$ cat config.mk
export PLATFORM = sky130hd
export DESIGN_NAME = pcs_carrier_detect
export DESIGN_NICKNAME = d
export VERILOG_FILES = /design/src/rtl/pcs_carrier_pkg.sv /design/src/rtl/pcs_pair_det.sv /design/src/rtl/pcs_carrier_fsm.sv /design/src/rtl/pcs_col_gen.sv /design/src/rtl/pcs_carrier_detect.sv
export SDC_FILE = /design/constraint.sdc
export NUM_CORES = 1
export LEC_CHECK = 0
export ABC_CLOCK_PERIOD_IN_PS = 3400
export BUFFER_PORTS_ARGS = -buffer_cell sky130_fd_sc_hd__buf_2
export CORE_AREA = 2 2 39 41
export CTS_CLUSTER_SIZE = 25
export DETAILED_ROUTE_END_ITERATION = 16
export DIE_AREA = 0 0 41 43
export PLACE_DENSITY = 0.48
export SLEW_MARGIN = 20
export SYNTH_ARGS = -nofsm -noshare
export SYNTH_HDL_FRONTEND = slang
export SYNTH_SLANG_ARGS = --single-unit
$ cat constraint.sdc
create_clock -name clk -period 3.4 [get_ports clk]
set_input_delay 0.17 -clock clk [delete_from_list [all_inputs] [get_ports clk]]
set_output_delay 0.17 -clock clk [all_outputs]
set_load 0.01 [all_outputs]
$ cat src/rtl/pcs_carrier_pkg.sv
package pcs_carrier_pkg;
  localparam int unsigned SYM_W = 5;
  typedef logic [SYM_W-1:0] sym_t;

  localparam sym_t SYM_J    = 5'b11000;
  localparam sym_t SYM_K    = 5'b10001;
  localparam sym_t SYM_T    = 5'b01101;
  localparam sym_t SYM_R    = 5'b00111;
  localparam sym_t SYM_IDLE = 5'b11111;

  // adjacent-pair match: earlier symbol a, current symbol b
  function automatic logic pair_match(sym_t earlier, sym_t now_sym, sym_t a, sym_t b);
    return (earlier == a) && (now_sym == b);
  endfunction

  function automatic logic sym_is(sym_t s, sym_t ref_sym);
    return s == ref_sym;
  endfunction
endpackage

$ cat src/rtl/pcs_pair_det.sv
module pcs_pair_det
  import pcs_carrier_pkg::*;
#(
  parameter sym_t FIRST  = SYM_J,
  parameter sym_t SECOND = SYM_K
) (
  input  logic clk,
  input  logic rst_n,
  input  sym_t sym_i,
  output logic hit_o
);
  sym_t prev_q;

  always_ff @(posedge clk) begin
    if (!rst_n) prev_q <= '0;
    else        prev_q <= sym_i;
  end

  assign hit_o = pair_match(prev_q, sym_i, FIRST, SECOND);
endmodule

$ cat src/rtl/pcs_carrier_fsm.sv
module pcs_carrier_fsm (
  input  logic clk,
  input  logic rst_n,
  input  logic start_hit_i,
  input  logic end_hit_i,
  input  logic idle_hit_i,
  output logic crs_o,
  output logic err_o
);
  logic crs_q, err_q;
  logic crs_d, err_d;
  logic clean_end, early_end;

  assign clean_end = crs_q && end_hit_i;
  assign early_end = crs_q && !end_hit_i && idle_hit_i;

  always_comb begin
    crs_d = crs_q;
    err_d = 1'b0;
    if (!crs_q) begin
      crs_d = start_hit_i;
    end else if (clean_end) begin
      crs_d = 1'b0;
    end else if (early_end) begin
      crs_d = 1'b0;
      err_d = 1'b1;
    end
  end

  always_ff @(posedge clk) begin
    if (!rst_n) begin
      crs_q <= 1'b0;
      err_q <= 1'b0;
    end else begin
      crs_q <= crs_d;
      err_q <= err_d;
    end
  end

  assign crs_o = crs_q;
  assign err_o = err_q;


  jk_start_chk: assert property (@(posedge clk) disable iff (!rst_n)
    (!crs_q && start_hit_i) |=> crs_q);

  crs_rise_src_chk: assert property (@(posedge clk) disable iff (!rst_n)
    $rose(crs_q) |-> $past(start_hit_i));

  tr_end_chk: assert property (@(posedge clk) disable iff (!rst_n)
    (crs_q && end_hit_i) |=> (!crs_q && !err_q));

  idle_end_chk: assert property (@(posedge clk) disable iff (!rst_n)
    (crs_q && idle_hit_i && !end_hit_i) |=> (!crs_q && err_q));

  err_pulse_chk: assert property (@(posedge clk) disable iff (!rst_n)
    err_q |=> !err_q);

  stream_hold_chk: assert property (@(posedge clk) disable iff (!rst_n)
    (crs_q && !end_hit_i && !idle_hit_i) |=> crs_q);

  no_err_outside_chk: assert property (@(posedge clk) disable iff (!rst_n)
    !crs_q |=> !err_q);
endmodule

$ cat src/rtl/pcs_col_gen.sv
module pcs_col_gen (
  input  logic clk,
  input  logic rst_n,
  input  logic crs_i,
  input  logic tx_active_i,
  input  logic half_duplex_i,
  output logic col_o
);
  assign col_o = half_duplex_i & tx_active_i & crs_i;


  fd_col_chk: assert property (@(posedge clk) disable iff (!rst_n)
    !half_duplex_i |-> !col_o);

  col_both_chk: assert property (@(posedge clk) disable iff (!rst_n)
    col_o |-> (tx_active_i && crs_i));

  col_present_chk: assert property (@(posedge clk) disable iff (!rst_n)
    (half_duplex_i && tx_active_i && crs_i) |-> col_o);
endmodule

$ cat src/rtl/pcs_carrier_detect.sv
module pcs_carrier_detect
  import pcs_carrier_pkg::*;
(
  input  logic             clk,
  input  logic             rst_n,
  input  logic [SYM_W-1:0] code_i,
  input  logic             tx_active_i,
  input  logic             half_duplex_i,
  output logic             crs_o,
  output logic             col_o,
  output logic             strm_err_o
);
  logic jk_hit, tr_hit, idle_hit;
  logic crs_int;

  pcs_pair_det #(.FIRST(SYM_J), .SECOND(SYM_K)) u_start_det (
    .clk(clk), .rst_n(rst_n), .sym_i(code_i), .hit_o(jk_hit));

  pcs_pair_det #(.FIRST(SYM_T), .SECOND(SYM_R)) u_end_det (
    .clk(clk), .rst_n(rst_n), .sym_i(code_i), .hit_o(tr_hit));

  assign idle_hit = sym_is(code_i, SYM_IDLE);

  pcs_carrier_fsm u_fsm (
    .clk(clk), .rst_n(rst_n),
    .start_hit_i(jk_hit), .end_hit_i(tr_hit), .idle_hit_i(idle_hit),
    .crs_o(crs_int), .err_o(strm_err_o));

  pcs_col_gen u_col (
    .clk(clk), .rst_n(rst_n), .crs_i(crs_int),
    .tx_active_i(tx_active_i), .half_duplex_i(half_duplex_i), .col_o(col_o));

  assign crs_o = crs_int;


  reset_quiet_chk: assert property (@(posedge clk)
    !rst_n |=> (!crs_o && !strm_err_o));
endmodule

==> impl_results.md, run 1 <==
* Status: finished clean
* Post_cts resized at 0
* Seq pwr share at 0.501
* Post-route DRC violation count at 0
* Worst min-delay path class: in2reg
* Max_cap viols at 0
* CP Max Fanout at 2
* Share of layout cells above drive strength 1 at 0.4000
* CTS tree: yes
* Hold slack at 0.1729 ns
* Final hold violation count at 0
* Clock Power Share at 0.429
* Ports at 12
* Clock skew at 0.001046 ns
* Largest net degree at the start of global routing at 7
* Avg Synthesized Cell Area at 10.51 µm²
* P&R area growth vs syn at 38.57%
* Starting density of the core at 0.1899
* Yosys cell types at 13
* CP bufs+invs at 0
* Crit path capture type: flop
* Int Pwr at around 0.14 mW
* Hold Path Depth at 2
* Least-Margin Pin Slew at 0.2768 ns
* Final min period at ~1.1 ns
* Vias in the first global route at 200
* LEAKAGE at 0.1648 nW
* Via-per-instance ratio at 4.411
* Met2 GRT Util at 0.06250
* Peak supply drop at ~180 µV
* Critical path's slowest cell: or3b_1
* Total Nets Final at 50
* Initial antenna violation count at 0
* Syn Inst Count at 25
* Clock buffer count from CTS at 3
* Achievable frequency at 872.5 MHz
* Post-synth top area cell: dfxtp_1
* Pre-antenna DRT Iters at 4
* RSZ-0062 raised after global routing: false
* Worst EP arrival at 1.27 ns
* Setup TNS at 0 ns
* Die width at 41 µm
* Post-synth top area share at 0.5333
* Critical Path RT at 3.53 ns
* Critical Path Start Type: flop
* M3 GR Usage at 0.06806
* Core area at 1384 µm²
* Max Root-Sink Buffers at 2
* Largest cells by area after synthesis: dfxtp_1 53%, and2_1 9.5%, nor3b_1 5.7%
* CTS sink count at 7
* Fin crit share at 0.3371
* Delay-heaviest family, CP: simple AND/OR/NAND/NOR gates
* Reg-to-reg setup timing slack at 2.25 ns
* Hold path endpoint: u_end_det.prev_q[3]
* Number of cells on the critical path at 3
* Critical R2R Launch: u_end_det.prev_q[3]
* Diode count at 0
* Clock transition at the registers of the reported paths at 0.05 ns
* Final WL at 524 µm
* First-pass GRT wire length at 855 µm
* Post-DRT Antenna Nets at 0
* Root buffer cell: clkbuf_4
* Combinational power share at 0.070
* Slowest Stage Delay on Critical Path at 0.38 ns
* Drt first-iter violations at 5
* Met1 Use GR at 0.1234
* Total die area at 1763 µm²
* Num rows at 14
* Switching Fraction at 0.2081
* Slew Limit Fails at 0
* Worst r2r path cells at 3
* Switching power at roughly 0.036 mW
* CTS Hold Buffers Added at 0
* Seq/Total Area, Yosys at 0.5333
* Total GRT Usage at 0.08359
* Clk_lat worst skew at between 0.2 and 0.3 ns
* Crit Path Category: reg2reg
* PwrDens at 473.8 nW/µm²
* WL per Instance at 9.357 µm
* Yosys warns at 0
* # Post-CTS Setup Buffers at 0
* Synthesized Nets at 34
* Final setup fails at 0
* Die height at 43 µm
* Max_slew headroom at 0.8129
* Overflow after GRT at 0
* Vias at between 200 and 250
* Htree depth at 1
* I/O Buffers at 11
* FF+latch count, synth at 7
* RePlAce Congestion at roughly 0.71
* Most Used Layer, Global Route: met1
* CP cell instances: nor3b_1, a221oi_1, or3b_1
* Worst Hold Launch: code_i[3]
* Mapped cell area at 262.8 µm²
* Worst R2R End: u_fsm.crs_o
[placed cells by master, fill, tap and decap left out]
cell type / count
or3b_1: 1
nor3b_1: 2
nor2_1: 1
buf_2: 11
nand2_1: 2
and2_1: 4
clkbuf_4: 3
nor4b_1: 1
a221oi_1: 1
dfxtp_1: 7
clkbuf_1: 1
and3_1: 1
and2_2: 1
nand4_1: 2
a31oi_1: 1
and4bb_2: 1
[per-layer routing]
layer | wire (µm) | share of wire | vias to the layer above
li1 | - | - | 124
met1 | 261 | 0.50 | 109
met5 | 0 | 0 | -
met4 | 11 | 0.021 | 0
met2 | 191 | 0.36 | 12
met3 | 59 | 0.11 | 2
[worst reg2reg max path: stages, from the launching register on]
cell and delay [ns]:
dfxtp_1 0.29, nor3b_1 0.24, a221oi_1 0.11, or3b_1 0.38
[power groups by stage]
stage | sequential [mW] | clock, mW | combinational [mW]
floorplan | 0.0879 | 0 | 0.00440
global placement | 0.0881 | 0 | 0.0121
detailed placement | 0.0881 | 0 | 0.0119
CTS | 0.0864 | 0.0785 | 0.0120
global route | 0.0866 | 0.0838 | 0.0132
finish | 0.0864 | 0.0741 | 0.0120
[metrics by stage]
step,cells,total power [mW],worst slack (ns),cell area (µm²),utilization
after CTS,56,0.1769,2.247,364.1,0.2631
after global routing,56,0.1836,2.204,364.1,0.2631
after global placement,52,0.1003,2.208,337.8,0.2441
after detailed placement,52,0.1001,2.230,337.8,0.2441
final,56,0.1725,2.254,364.1,0.2631
after floorplan,25,0.09225,2.312,262.8,-
[cell usage after synthesis]
cell	number
and2_2	1
nor4b_1	1
a221oi_1	1
nor3b_1	2
and4bb_2	1
or3b_1	1
and3_1	1
a31oi_1	1
and2_1	4
nor2_1	1
dfxtp_1	7
nand2_1	2
nand4_1	2
[state kept, by name, summed over array words and instances (netlist names)]
| register | count |
|---|---|
| u_end_det.prev_q | 5 |
| u_fsm.err_o | 1 |
| u_fsm.crs_o | 1 |
[final cells by class]
class	count	area, µm²
Tap cell	16	20.02
Clock buffer	4	26.28
Sequential cell	7	140.1
Timing Repair Buffer	11	55.05
Fill cell	151	1020
Multi-Input combinational cell	18	122.6
[worst max path at each step]
| stage | endpoint | slack, ns | start |
|---|---|---|---|
| after floorplan | u_fsm.crs_o | 2.31 | u_end_det.prev_q[4] |
| after global placement | u_fsm.crs_o | 2.21 | code_i[3] |
| after detailed placement | u_fsm.crs_o | 2.23 | code_i[3] |
| after CTS | u_fsm.crs_o | 2.25 | u_end_det.prev_q[3] |
| after global routing | u_fsm.crs_o | 2.20 | u_end_det.prev_q[1] |
| final | u_fsm.crs_o | 2.25 | u_end_det.prev_q[3] |
[kinds of logic (layout without fill, tap and decap cells)]
family / after synthesis / after routing / synth area share
buffers and inverters: 0 / 15 / 0
flip-flops: 7 / 7 / 0.5333
AO/OA/AOI/OAI: 2 / 2 / 0.05716
AND/OR/NAND/NOR: 16 / 16 / 0.4095
Note: power is estimated with default switching activity, not from simulation.
==> inputs of run 2 (changes only) <==
--- a/config.mk
+++ b/config.mk
@@ -5,13 +5,13 @@
 export SDC_FILE = /design/constraint.sdc
 export NUM_CORES = 1
 export LEC_CHECK = 0
-export ABC_CLOCK_PERIOD_IN_PS = 3400
+export ABC_CLOCK_PERIOD_IN_PS = 1000
 export BUFFER_PORTS_ARGS = -buffer_cell sky130_fd_sc_hd__buf_2
 export CORE_AREA = 2 2 39 41
 export CTS_CLUSTER_SIZE = 25
 export DETAILED_ROUTE_END_ITERATION = 16
 export DIE_AREA = 0 0 41 43
-export PLACE_DENSITY = 0.48
+export PLACE_DENSITY = 0.5
 export SLEW_MARGIN = 20
 export SYNTH_ARGS = -nofsm -noshare
 export SYNTH_HDL_FRONTEND = slang
==> constraint.sdc (replaced) <==
create_clock -name clk -period 1 [get_ports clk]
set_input_delay 0.05 -clock clk [delete_from_list [all_inputs] [get_ports clk]]
set_output_delay 0.05 -clock clk [all_outputs]
set_load 0.01 [all_outputs]
==> impl_results.md, run 2 (synthesized netlist as in run 1, its figures left out) <==
* Max Root-Sink Buffers at 2
* # Post-CTS Setup Buffers at 0
* Hold slack at 0.06498 ns
* Storage element area at 140.1 µm²
* Fin crit share at 1.095
* Max reg flops at 5
* PwrDens at ~1500 nW/µm²
* Core area at 1384 µm²
* Clock skew at 0.002202 ns
* Status: finished with violations
* Crit path capture type: flop
* Share of layout cells above drive strength 1 at 0.4884
* Critical path's slowest cell: or3b_1
* Worst Hold Launch: code_i[4]
* Filler cells at roughly 150
* CP cell instances: and4bb_2, a221oi_2, or3b_1
* CP bufs+invs at 0
* Vias in the first global route at 255
* Slew Limit Fails at 0
* Delay-heaviest family, CP: simple AND/OR/NAND/NOR gates
* Diode count at 0
* Critical R2R Launch: u_end_det.prev_q[4]
* Area of placed instances at 371.6 µm²
* Vias at between 200 and 250
* Combinational power share at 0.087
* Clock buffer count from CTS at 3
* Crit Path Category: reg2reg
* RePlAce Congestion at 0.7538
* Clk_lat worst skew at ~0.24 ns
* Int Pwr at 0.4718 mW
* RSZ-0062 raised after global routing: true
* Critical Path RT at ~1.1 ns
* Post-DRT Antenna Nets at 0
* Critical Path Start Type: flop
* Commonest non-fill, non-tap cells in the layout: 11 x buf_2, 7 x dfxtp_1, 4 x and2_1
* Total GRT Usage at 0.09045
* Final hold violation count at 0
* Area of the multi-input gates at 140.1 µm²
* Final WL at 588 µm
* WL per Instance at 9.966 µm
* Die width at 41 µm
* Starting density of the core at 0.1899
* Seq pwr share at 0.495
* CTS Hold Buffers Added at 0
* Root buffer cell: clkbuf_4
* Max_slew headroom at 0.8077
* Via-per-instance ratio at 4.153
* Peak supply drop at 331.9 µV
* Fin area at 404.1 µm²
* Top reg by flops: u_end_det.prev_q
* Least-Margin Pin Slew at 0.2845 ns
* Die height at approximately 43 µm
* Clock transition at the registers of the reported paths at 0.05 ns
* Max_cap viols at 0
* Final min period at 1.095 ns
* Drt first-iter violations at 1
* Switching Fraction at 0.2098
* Pre-antenna DRT Iters at 2
* Commonest non-fill, non-tap cell in the layout: buf_2
* Total die area at 1763 µm²
* Post-route DRC violation count at 0
* Final Worst Setup Slack at -0.09517 ns
* Ports at 12
* Htree depth at 1
* Achievable frequency at roughly 910 MHz
* Overflow after GRT at 0
* First-pass GRT wire length at between 1000 and 1500 µm
* Total Nets Final at 53
* Post-layout util at 0.2920
* LEAKAGE at 0.1870 nW
* Largest net degree at the start of global routing at 7
* Clock Power Share at 0.418
* CTS sink count at 7
* CP Max Fanout at 2
* Num rows at 14
* Failing checks: negative setup slack
* Slowest Stage Delay on Critical Path at 0.34 ns
* Final setup fails at 2
* Total power at about 0.60 mW
* Worst min-delay path class: in2reg
* P&R area growth vs syn at 53.81%
* Switching power at 0.1252 mW
* Initial antenna violation count at 0
* Worst EP arrival at between 1 and 1.5 ns
* CTS tree: yes
* Critical Path Source: u_end_det.prev_q[4]
* I/O Buffers at 11
run 2: changes by cell type in the layout (fill, tap and decap cells not counted):
cell      change
nor3b_4       +1
nor3b_1       -1
a221oi_2      +1
a221oi_1      -1
buf_4         +3
run 2: final timing paths:
| check | end | cells past startpoint | slack (ns) |
|---|---|---|---|
| setup reg to reg | u_fsm.crs_o | 3 | -0.1 |
| setup / recovery | u_fsm.crs_o | 3 | -0.1 |
| hold / removal | u_end_det.prev_q[4] | 2 | 0.06 |
| hold reg to reg | u_fsm.err_o | 3 | 0.63 |
run 2: area by class of cell:
cell class              instances  area share
flip-flops and latches          7      0.3467
multi-input cells              18      0.3467
repair buffers                 14      0.1920
clock buffers                   4     0.06502
well taps                      16     0.04954
run 2: power groups by stage:
stage | Sequential, mW | Clock (mW) | Combinational, mW
2_1_floorplan | 0.299 | 0 | 0.0160
3_3_place_gp | 0.301 | 0 | 0.0504
3_5_place_dp | 0.300 | 0 | 0.0506
4_1_cts | 0.295 | 0.261 | 0.0506
5_1_grt | 0.296 | 0.277 | 0.0576
6_report | 0.295 | 0.249 | 0.0522
run 2: routing by layer:
| layer | vias up | part of all wire | track usage |
|---|---|---|---|
| li1 | 128 | - | - |
| met1 | 108 | 0.49 | 0.1161 |
| met2 | 9 | 0.46 | 0.1125 |
| met5 | - | 0 | 0 |
| met3 | 0 | 0.053 | 0.03141 |
| met4 | 0 | 0 | 0.08000 |
run 2: what timing repair did:
item                                    CTS  global route
pin swaps                                 1             1
endpoints found under the hold margin     0             0
gates resized for setup                   0             1
endpoints found under the setup margin    2             2
run 2: through the flow:
stage,std cells,setup slack [ns],TNS [ns]
floorplan,25,-0.06446,-0.06446
global placement,55,-0.08283,-0.08283
detailed placement,55,-0.1054,-0.1054
CTS,59,-0.09946,-0.1553
global route,59,-0.1295,-0.2339
finish,59,-0.09517,-0.1408
run 2: worst reg2reg max path, stage by stage, from the launching register on:
cell	delay (ns)
dfxtp_1	0.30
and4bb_2	0.29
a221oi_2	0.05
or3b_1	0.34
